[src/rtl/tx_dma_pkg.sv]
package tx_dma_pkg;
    localparam int CMD_W = 5;

    typedef logic [CMD_W-1:0] cmd_t;

    typedef enum logic [1:0] {
        PH_IDLE = 2'd0,
        PH_ADDR = 2'd1,
        PH_DATA = 2'd2
    } phase_e;

    // Circular pointer increment for a buffer of arbitrary depth
    function automatic int unsigned wrap_next(input int unsigned p, input int unsigned depth);
        return (p + 1 == depth) ? 0 : p + 1;
    endfunction
endpackage

[src/rtl/tx_dma_ctrl.sv]
module tx_dma_ctrl
    import tx_dma_pkg::*;
#(
    parameter int WW = 8,
    parameter int DW = 32
) (
    input  logic          clk,
    input  logic          rst,
    input  logic          start_req,
    input  logic          stat_read,
    input  logic [WW-1:0] cfg_words,
    input  cmd_t          cfg_cmd,
    input  logic [DW-1:0] cfg_dest,
    input  logic          port_accept,
    output phase_e        phase,
    output cmd_t          cmd_q,
    output logic [DW-1:0] dest_q,
    output logic          launch,
    output logic          done,
    output logic          ignored
);
    logic [WW-1:0] left_q;
    logic          idle;

    assign idle   = (phase == PH_IDLE);
    assign launch = start_req && idle && (cfg_words != '0);

    always_ff @(posedge clk) begin
        if (rst) begin
            phase  <= PH_IDLE;
            cmd_q  <= '0;
            dest_q <= '0;
            left_q <= '0;
            done   <= 1'b0;
        end else begin
            unique case (phase)
                PH_IDLE: begin
                    if (start_req) begin
                        done <= (cfg_words == '0);
                        if (cfg_words != '0) begin
                            cmd_q  <= cfg_cmd;
                            dest_q <= cfg_dest;
                            left_q <= cfg_words;
                            phase  <= PH_ADDR;
                        end
                    end
                end
                PH_ADDR: begin
                    if (port_accept) phase <= PH_DATA;
                end
                PH_DATA: begin
                    if (port_accept) begin
                        left_q <= left_q - 1'b1;
                        if (left_q == WW'(1)) begin
                            phase <= PH_IDLE;
                            done  <= 1'b1;
                        end
                    end
                end
                default: phase <= PH_IDLE;
            endcase
        end
    end

    // Sticky flag: a start seen while busy wins over a clearing read
    always_ff @(posedge clk) begin
        if (rst)                    ignored <= 1'b0;
        else if (start_req && !idle) ignored <= 1'b1;
        else if (stat_read)         ignored <= 1'b0;
    end
endmodule

[src/rtl/tx_dma_rdmaster.sv]
module tx_dma_rdmaster #(
    parameter int AW        = 16,
    parameter int WW        = 8,
    parameter int BUF_DEPTH = 4
) (
    input  logic          clk,
    input  logic          rst,
    input  logic          launch,
    input  logic [AW-1:0] cfg_mem_addr,
    input  logic [WW-1:0] cfg_words,
    input  logic          mem_wait,
    input  logic          slot_free,
    output logic [AW-1:0] mem_addr,
    output logic          mem_rd
);
    localparam int CW = $clog2(BUF_DEPTH + 1);

    logic [WW-1:0] to_issue_q;
    logic [CW-1:0] reserved_q;
    logic          accepted;

    // Every issued read holds a buffer slot until its word leaves the port
    assign mem_rd   = (to_issue_q != '0) && (reserved_q < CW'(BUF_DEPTH));
    assign accepted = mem_rd && !mem_wait;

    always_ff @(posedge clk) begin
        if (rst) begin
            to_issue_q <= '0;
            mem_addr   <= '0;
        end else if (launch) begin
            to_issue_q <= cfg_words;
            mem_addr   <= cfg_mem_addr;
        end else if (accepted) begin
            to_issue_q <= to_issue_q - 1'b1;
            mem_addr   <= mem_addr + 1'b1;
        end
    end

    always_ff @(posedge clk) begin
        if (rst) reserved_q <= '0;
        else begin
            unique case ({accepted, slot_free})
                2'b10:   reserved_q <= reserved_q + 1'b1;
                2'b01:   reserved_q <= reserved_q - 1'b1;
                default: reserved_q <= reserved_q;
            endcase
        end
    end
endmodule

[src/rtl/tx_dma_buf.sv]
module tx_dma_buf
    import tx_dma_pkg::*;
#(
    parameter int DW        = 32,
    parameter int BUF_DEPTH = 4
) (
    input  logic          clk,
    input  logic          rst,
    input  logic          push,
    input  logic [DW-1:0] push_data,
    input  logic          pop,
    output logic [DW-1:0] head,
    output logic          valid
);
    localparam int PW = (BUF_DEPTH > 1) ? $clog2(BUF_DEPTH) : 1;
    localparam int CW = $clog2(BUF_DEPTH + 1);

    logic [DW-1:0] store [BUF_DEPTH];
    logic [PW-1:0] wr_q, rd_q;
    logic [CW-1:0] cnt_q;

    assign valid = (cnt_q != '0);
    assign head  = store[rd_q];

    always_ff @(posedge clk) begin
        if (push) store[wr_q] <= push_data;
    end

    always_ff @(posedge clk) begin
        if (rst) begin
            wr_q  <= '0;
            rd_q  <= '0;
            cnt_q <= '0;
        end else begin
            if (push) wr_q <= PW'(wrap_next(32'(wr_q), BUF_DEPTH));
            if (pop)  rd_q <= PW'(wrap_next(32'(rd_q), BUF_DEPTH));
            unique case ({push, pop})
                2'b10:   cnt_q <= cnt_q + 1'b1;
                2'b01:   cnt_q <= cnt_q - 1'b1;
                default: cnt_q <= cnt_q;
            endcase
        end
    end
endmodule

[src/rtl/tx_dma_engine.sv]
module tx_dma_engine
    import tx_dma_pkg::*;
#(
    parameter int AW        = 16,
    parameter int WW        = 8,
    parameter int DW        = 32,
    parameter int BUF_DEPTH = 4
) (
    input  logic          clk,
    input  logic          rst,
    input  logic          start_req,
    input  logic          stat_read,
    input  logic [AW-1:0] cfg_mem_addr,
    input  logic [WW-1:0] cfg_words,
    input  logic [4:0]    cfg_cmd,
    input  logic [DW-1:0] cfg_dest,
    output logic          busy,
    output logic          done,
    output logic          tx_ignored,
    output logic [AW-1:0] mem_addr,
    output logic          mem_rd,
    input  logic          mem_wait,
    input  logic [DW-1:0] mem_rdata,
    input  logic          mem_rvalid,
    output logic [DW-1:0] net_data,
    output logic          net_av,
    output logic [4:0]    net_cmd,
    output logic          net_we,
    input  logic          net_full
);
    phase_e        phase;
    cmd_t          cmd_q;
    logic [DW-1:0] dest_q;
    logic          launch;
    logic          port_accept;
    logic          data_pop;
    logic [DW-1:0] buf_head;
    logic          buf_valid;

    tx_dma_ctrl #(.WW(WW), .DW(DW)) u_ctrl (
        .clk        (clk),
        .rst        (rst),
        .start_req  (start_req),
        .stat_read  (stat_read),
        .cfg_words  (cfg_words),
        .cfg_cmd    (cfg_cmd),
        .cfg_dest   (cfg_dest),
        .port_accept(port_accept),
        .phase      (phase),
        .cmd_q      (cmd_q),
        .dest_q     (dest_q),
        .launch     (launch),
        .done       (done),
        .ignored    (tx_ignored)
    );

    tx_dma_rdmaster #(.AW(AW), .WW(WW), .BUF_DEPTH(BUF_DEPTH)) u_rd (
        .clk         (clk),
        .rst         (rst),
        .launch      (launch),
        .cfg_mem_addr(cfg_mem_addr),
        .cfg_words   (cfg_words),
        .mem_wait    (mem_wait),
        .slot_free   (data_pop),
        .mem_addr    (mem_addr),
        .mem_rd      (mem_rd)
    );

    tx_dma_buf #(.DW(DW), .BUF_DEPTH(BUF_DEPTH)) u_buf (
        .clk      (clk),
        .rst      (rst),
        .push     (mem_rvalid),
        .push_data(mem_rdata),
        .pop      (data_pop),
        .head     (buf_head),
        .valid    (buf_valid)
    );

    always_comb begin
        busy     = (phase != PH_IDLE);
        net_cmd  = cmd_q;
        net_av   = (phase == PH_ADDR);
        net_data = (phase == PH_ADDR) ? dest_q : buf_head;
        net_we   = (phase == PH_ADDR) || ((phase == PH_DATA) && buf_valid);
    end

    assign port_accept = net_we && !net_full;
    assign data_pop    = port_accept && (phase == PH_DATA);
endmodule

[config.mk]
export PLATFORM = sky130hd
export DESIGN_NAME = tx_dma_engine
export DESIGN_NICKNAME = d
export VERILOG_FILES = /design/src/rtl/tx_dma_pkg.sv /design/src/rtl/tx_dma_ctrl.sv /design/src/rtl/tx_dma_rdmaster.sv /design/src/rtl/tx_dma_buf.sv /design/src/rtl/tx_dma_engine.sv
export SDC_FILE = /design/constraint.sdc
export NUM_CORES = 1
export LEC_CHECK = 0
export CAP_MARGIN = 10
export CORE_UTILIZATION = 35
export DETAILED_ROUTE_END_ITERATION = 6
export DONT_BUFFER_PORTS = 1
export PLACE_DENSITY = 0.5
export REMOVE_ABC_BUFFERS = 1
export SYNTH_ARGS = -nofsm -noshare
export SYNTH_HDL_FRONTEND = slang
export SYNTH_SLANG_ARGS = --single-unit
[constraint.sdc]
create_clock -name clk -period 3.2 [get_ports clk]
set_input_delay 0.64 -clock clk [delete_from_list [all_inputs] [get_ports clk]]
set_output_delay 0.64 -clock clk [all_outputs]
set_load 0.1 [all_outputs]
# After elaboration in Yosys (flattened, before gate mapping)

Memories as Yosys holds them, arrays and structs flattened. A register that Yosys moved wholly into a read port is not among the register bits.
Index checks and enable logic that the tools add are counted.

Flip-flop bits (word level): 83
Memory bits (writable): 128
Bits of input ports: 100
Output and inout port bits: 59
Logic and storage cells: 93
Memories: 1

Memories:

| memory      | depth | bits a word | rd ports | clocked after Yosys merged registers in | wr ports | RTL line         | text |
|---|---|---|---|---|---|---|---|
| u_buf.store | 4     | 32          | 1        | 1                                       | 1        | tx_dma_buf.sv:18 | `logic [DW-1:0] store [BUF_DEPTH];` |

Add/subtract/negate cells: 9
Magnitude comparators: 1
Equality and inequality tests: 14
Multiplexer cells: 29
Reduce and logical (&&, ||, !) cells: 27

Operator list:

| kind                  | count |
|---|---|
| $mux 8                | 5 |
| $mux 16               | 2 |
| $mux 32               | 1 |
| $mux 2                | 9 |
| $add 16x1->16 const B | 1 |
| $pmux 8 s2            | 1 |
| $reduce_bool 8->1     | 2 |
| $sub 8x1->8 const B   | 2 |
| $pmux 3 s2            | 2 |
| $reduce_bool 2->1     | 6 |
| $eq 8x1->1 const B    | 1 |
| $logic_and 1x1->1     | 8 |
| $logic_not 8->1       | 1 |
| $reduce_and 4->1      | 2 |
| $mux 1                | 7 |
| $add 2x1->3 const B   | 2 |
| $add 3x1->3 const B   | 2 |
| $eq 2x1->1 const B    | 3 |
| $eq 2x2->1 const B    | 3 |
| $eq 3x3->1 const B    | 2 |
| $ne 2x2->1 const B    | 3 |
| $pmux 2 s3            | 1 |
| $sub 3x1->3 const B   | 2 |
| $reduce_and 5->1      | 1 |
| 8 further kinds       | 11 |

# Logic depth before layout (Yosys ltp)

Word-level depth: 7
Depth in mapped cells: 10
Gate-level depth less buffers: 9

# Cells and area by module

Synthesis repeated with hierarchy kept, for this count alone.

Cell total of the unflattened synthesis: 696
Area total of the unflattened synthesis: 9582.9 um^2

Modules (own cells, without submodules):

| module          | instances | cells each | area each (um^2) |
|---|---|---|---|
| tx_dma_buf      | 1         | 210        | 5091.1 |
| tx_dma_ctrl     | 1         | 254        | 2243.4 |
| tx_dma_rdmaster | 1         | 190        | 1670.4 |
| tx_dma_engine   | 1         | 42         | 578.1 |

# Worst setup path before layout

Ideal clock, no wire load.

Path kind: reg2out
Start: register u_ctrl.phase[1]
End: output port net_we
Arrival: 2.977 ns
Required time: 2.560 ns
Setup slack: -0.417 ns
Stages on the path, launching flop included: 5
Cell sequence: dfxtp_1 clkbuf_1 nand2b_1 clkbuf_1 o21ai_0

Word-level cells in the longest chain between the ends: 3

Ends and longest elaborated chain:

| item                   | RTL line            | text |
|---|---|---|
| from (decl)            | tx_dma_ctrl.sv:15   | `output phase_e phase,` |
| from (signal assigned) | tx_dma_ctrl.sv:30   | `phase <= PH_IDLE;` |
| from (signal assigned) | tx_dma_ctrl.sv:44   | `phase <= PH_ADDR;` |
| from (signal assigned) | tx_dma_ctrl.sv:49   | `if (port_accept) phase <= PH_DATA;` |
| $eq 2x2->1             | tx_dma_engine.sv:84 | `net_we = (phase == PH_ADDR) \|\| ((phase == PH_DATA) && buf_valid);` |
| $logic_and 1x1->1      | tx_dma_engine.sv:84 |  |
| $logic_or 1x1->1 *     | tx_dma_engine.sv:84 |  |
| to (decl)              | tx_dma_engine.sv:28 | `output logic net_we,` |

Every way passes the cells marked *; elsewhere a longest branch is shown, timed or not.

# Worst setup path after layout

Start: register u_ctrl.phase[1]
End: output port net_data[5]

Word-level cells in the longest chain between the ends: 2

Ends and longest elaborated chain:

| item       | RTL line            | text |
|---|---|---|
| $eq 2x1->1 | tx_dma_engine.sv:83 | `net_data = (phase == PH_ADDR) ? dest_q : buf_head;` |
| $mux 32    | tx_dma_engine.sv:83 |  |
| to (decl)  | tx_dma_engine.sv:25 | `output logic [DW-1:0] net_data,` |

Every way passes these cells.

==> out/results.tsv <==
metric	value	unit
cts_tree	done	
area_growth	18.4	%
cts_root_buf	sky130_fd_sc_hd__clkbuf_16	
yosysUniqueCellTypes	59	
maximum_number_of_pins_on_one_net_before_global_route_repair	91	
post_synth.cell_area_avg	11.9	sq um
ys_async_rst_share	0	
path_class	flop to output port	
endpoint_kind	output port	
place.detailed.hpwl	13700	um
area.sequential	5550	sq um
fillerInstances	2361	
status	completed	
grt-ovfl-total	0	
timing.final.crit_period	2.93	ns
dieArea	26300	sq um
numClockSinks	213	
cts_htree_levels	1	
sequentialPowerShare	0.423	
tritoncts.num_buffers	24	
worst_supply_voltage_drop_on_vdd	0.000369	V
worst_hold_path.num_cells	0	
leakage	0.00380	uW
placed_cell_count	1100	
timing.final.max_slew_violations	0	
worst_setup_path_start_kind	flop	
floorplan.core_area	25200	sq um
finalClockSkew	0.0114	ns
totalWireLength	21700	um
p_clk_frac	0.415	
max_freq	0.342	GHz
clk_pin_slew	0.06	ns
port-buffer-count	0	
worst_path_max_delay_cell	sky130_fd_sc_hd__dfxtp_1	
final.period_utilization	0.915	
cts_max_path_buffers	3	
ant_nets	0	
synthCells	756	
initial_utilization	0.357	
fp-row-count	58	
synth.area.top_cells	sky130_fd_sc_hd__edfxtp_1, sky130_fd_sc_hd__dfxtp_1, sky130_fd_sc_hd__mux4_2	
switchingPower	2210	uW
setup_violations_final	0	
via_count	5951	
switching_share	0.291	
proportion_of_netlist_area_held_by_the_largest_area_contributor	0.428	
ff2ff_setup_slack	0.68	ns
antenna_found_initial	0	
crit_path_max_cell_delay	0.49	ns
most_common_library_cell_in_the_layout_ignoring_fill_and_taps	sky130_fd_sc_hd__nand2_1	
relSlewSlack	0.309	
report.final.hold_viol_count	0	
share_of_the_core_filled_with_cells	0.422	
share_of_the_yosys_chip_area_belonging_to_registers	0.617	
route.detailed.wl_per_inst	18.9	um
worstHoldPathType	input pin to flop	
drt_drc_violations_left	0	
drive_gt1_frac	0.186	
p_comb_frac	0.162	
vias_per_cell	5.20	
dr.first_iter.drc_count	341	
power.density	714	nW/um^2
cp_data_arrival_time	2.29	ns
critical_path_peak_fanout	14	
synth.ff_latch_count	213	
drt_first_pass_iters	5	
crit_path_cell_trace	nand2b_4 > clkinv_2 > buf_4 > nand2_1 > nand2_1 > buf_4	
max_cap_viol_count	0	
fp.dieH	162	um
multi_input_comb_area	3200	sq um
p_int	5390	uW
gpl.final_weighted_congestion	0.818	
synthFlopType	sky130_fd_sc_hd__edfxtp_1	
post_layout_nonfiller_instances	1144	
clock_insertion_delay_worst_skew	0.53	ns
grt_first_pass_wirelength	34000	um
finish.net_count	910	
syn_area	8980	sq um
reg2regPathDepth	9	
yosysWarningCount	0	
synth-edff-count	128	
die_w	162	um
layout.cells.most_common_list	sky130_fd_sc_hd__nand2_1, sky130_fd_sc_hd__edfxtp_1, sky130_fd_sc_hd__dfxtp_1	
grt_pass1_vias	6166	
required	2.56	ns
worst_pin_slew	1.03	ns
io_pins	159	
netlist.top_cell.by_area	sky130_fd_sc_hd__edfxtp_1	
grt_setup_unrepaired	no	
n_antenna_cell	0	
grtUsageTotal	0.166	
[final cells by class]
type / count / share of cell area
Clock inverter: 17 / 0.0273
Timing Repair Buffer: 58 / 0.0445
Clock buffer: 27 / 0.0604
Sequential cell: 213 / 0.522
Tap cell: 330 / 0.0388
Multi-Input combinational cell: 482 / 0.301
Inverter: 17 / 0.00612
[synthesized netlist by cell type (3+ instances only)]
cell and n:
sky130_fd_sc_hd__inv_1 16, sky130_fd_sc_hd__nor3_1 6, sky130_fd_sc_hd__o21ai_0 16, sky130_fd_sc_hd__nand2_1 186, sky130_fd_sc_hd__buf_2 12, sky130_fd_sc_hd__nand4_1 4
sky130_fd_sc_hd__mux2i_1 4, sky130_fd_sc_hd__and2_1 4, sky130_fd_sc_hd__clkbuf_1 29, sky130_fd_sc_hd__a211oi_1 13, sky130_fd_sc_hd__nor2_1 42, sky130_fd_sc_hd__ha_1 12
sky130_fd_sc_hd__and3_1 4, sky130_fd_sc_hd__o31a_1 3, sky130_fd_sc_hd__xor2_1 11, sky130_fd_sc_hd__and4_1 3, sky130_fd_sc_hd__a21oi_1 57, sky130_fd_sc_hd__or3_1 13
sky130_fd_sc_hd__nand2b_1 6, sky130_fd_sc_hd__a311oi_1 10, sky130_fd_sc_hd__nor4_1 3, sky130_fd_sc_hd__mux4_2 32, sky130_fd_sc_hd__o32ai_1 4, sky130_fd_sc_hd__o211ai_1 4
sky130_fd_sc_hd__dfxtp_1 85, sky130_fd_sc_hd__edfxtp_1 128, sky130_fd_sc_hd__nand3_1 5
[metal layers]
layer | global-route usage | wire, um
met4 | 0.0382 | 381
met2 | 0.274 | 10100
met5 | 0 | 0
met3 | 0.0544 | 1910
met1 | 0.212 | 9300
[power by group through the flow]
| stage | combinational, uW | sequential, uW | clock, uW |
|---|---|---|---|
| 2_1_floorplan | 814 | 3390 | 0 |
| 3_3_place_gp | 1220 | 3260 | 0 |
| 3_5_place_dp | 1230 | 3270 | 0 |
| 4_1_cts | 1240 | 3210 | 3220 |
| 5_1_grt | 1310 | 3230 | 3320 |
| 6_report | 1230 | 3210 | 3150 |
[metrics by stage]
stage	setup TNS (ns)	total power (uW)	setup slack, ns	hold WS (ns)	cell area [sq um]
6_report	0	7590	0.273	0.199	10600
5_1_grt	0	7860	0.0985	0.164	10600
4_1_cts	0	7670	0.107	0.162	10600
3_5_place_dp	0	4510	0.562	0.443	9690
3_3_place_gp	0	4490	0.723	0.436	9690
2_1_floorplan	-24.97	4200	-0.772	0.431	8790
[cell families after synthesis]
family	Yosys count	share of synthesized area
mux	36	0.0847
fa+ha+maj	14	0.0212
simple gates	291	0.143
buf+inv	61	0.0284
compound gates	128	0.0928
flops	213	0.617
xor+xnor	13	0.0127
[final timing paths]
check | endpoint | start
max | net_data[5] | u_ctrl.phase[1]
min | u_buf.store[3][11] | mem_rdata[11]
max reg2reg | u_buf.cnt_q[2] | u_ctrl.phase[1]
min reg2reg | u_ctrl.dest_q[17] | u_ctrl.dest_q[17]
[critical path, delay by kind of cell, from the launching register on]
family        cells  cell delay, ns
simple gates      3            0.45
flops             1            0.49
buf+inv           3            0.82
[what timing repair did]
item                                    in CTS  in global routing
setup buffers                                0                  0
hold buffers                                 0                  0
endpoints found under the setup margin       0                  2
gates resized for setup                      0                  2
[registers in the layout (all words and copies together), names as in the netlist, named ones only]
name	flops
u_ctrl.left_q	8
u_ctrl.ignored	1
u_rd.to_issue_q	8
u_rd.mem_addr	16
u_rd.reserved_q	3
u_ctrl.cmd_q	5
u_ctrl.phase	2
u_buf.wr_q	2
u_buf.cnt_q	3
u_ctrl.dest_q	32
u_ctrl.done	1
u_buf.store	128
u_buf.rd_q	2
(Power assumes the default switching activity.)
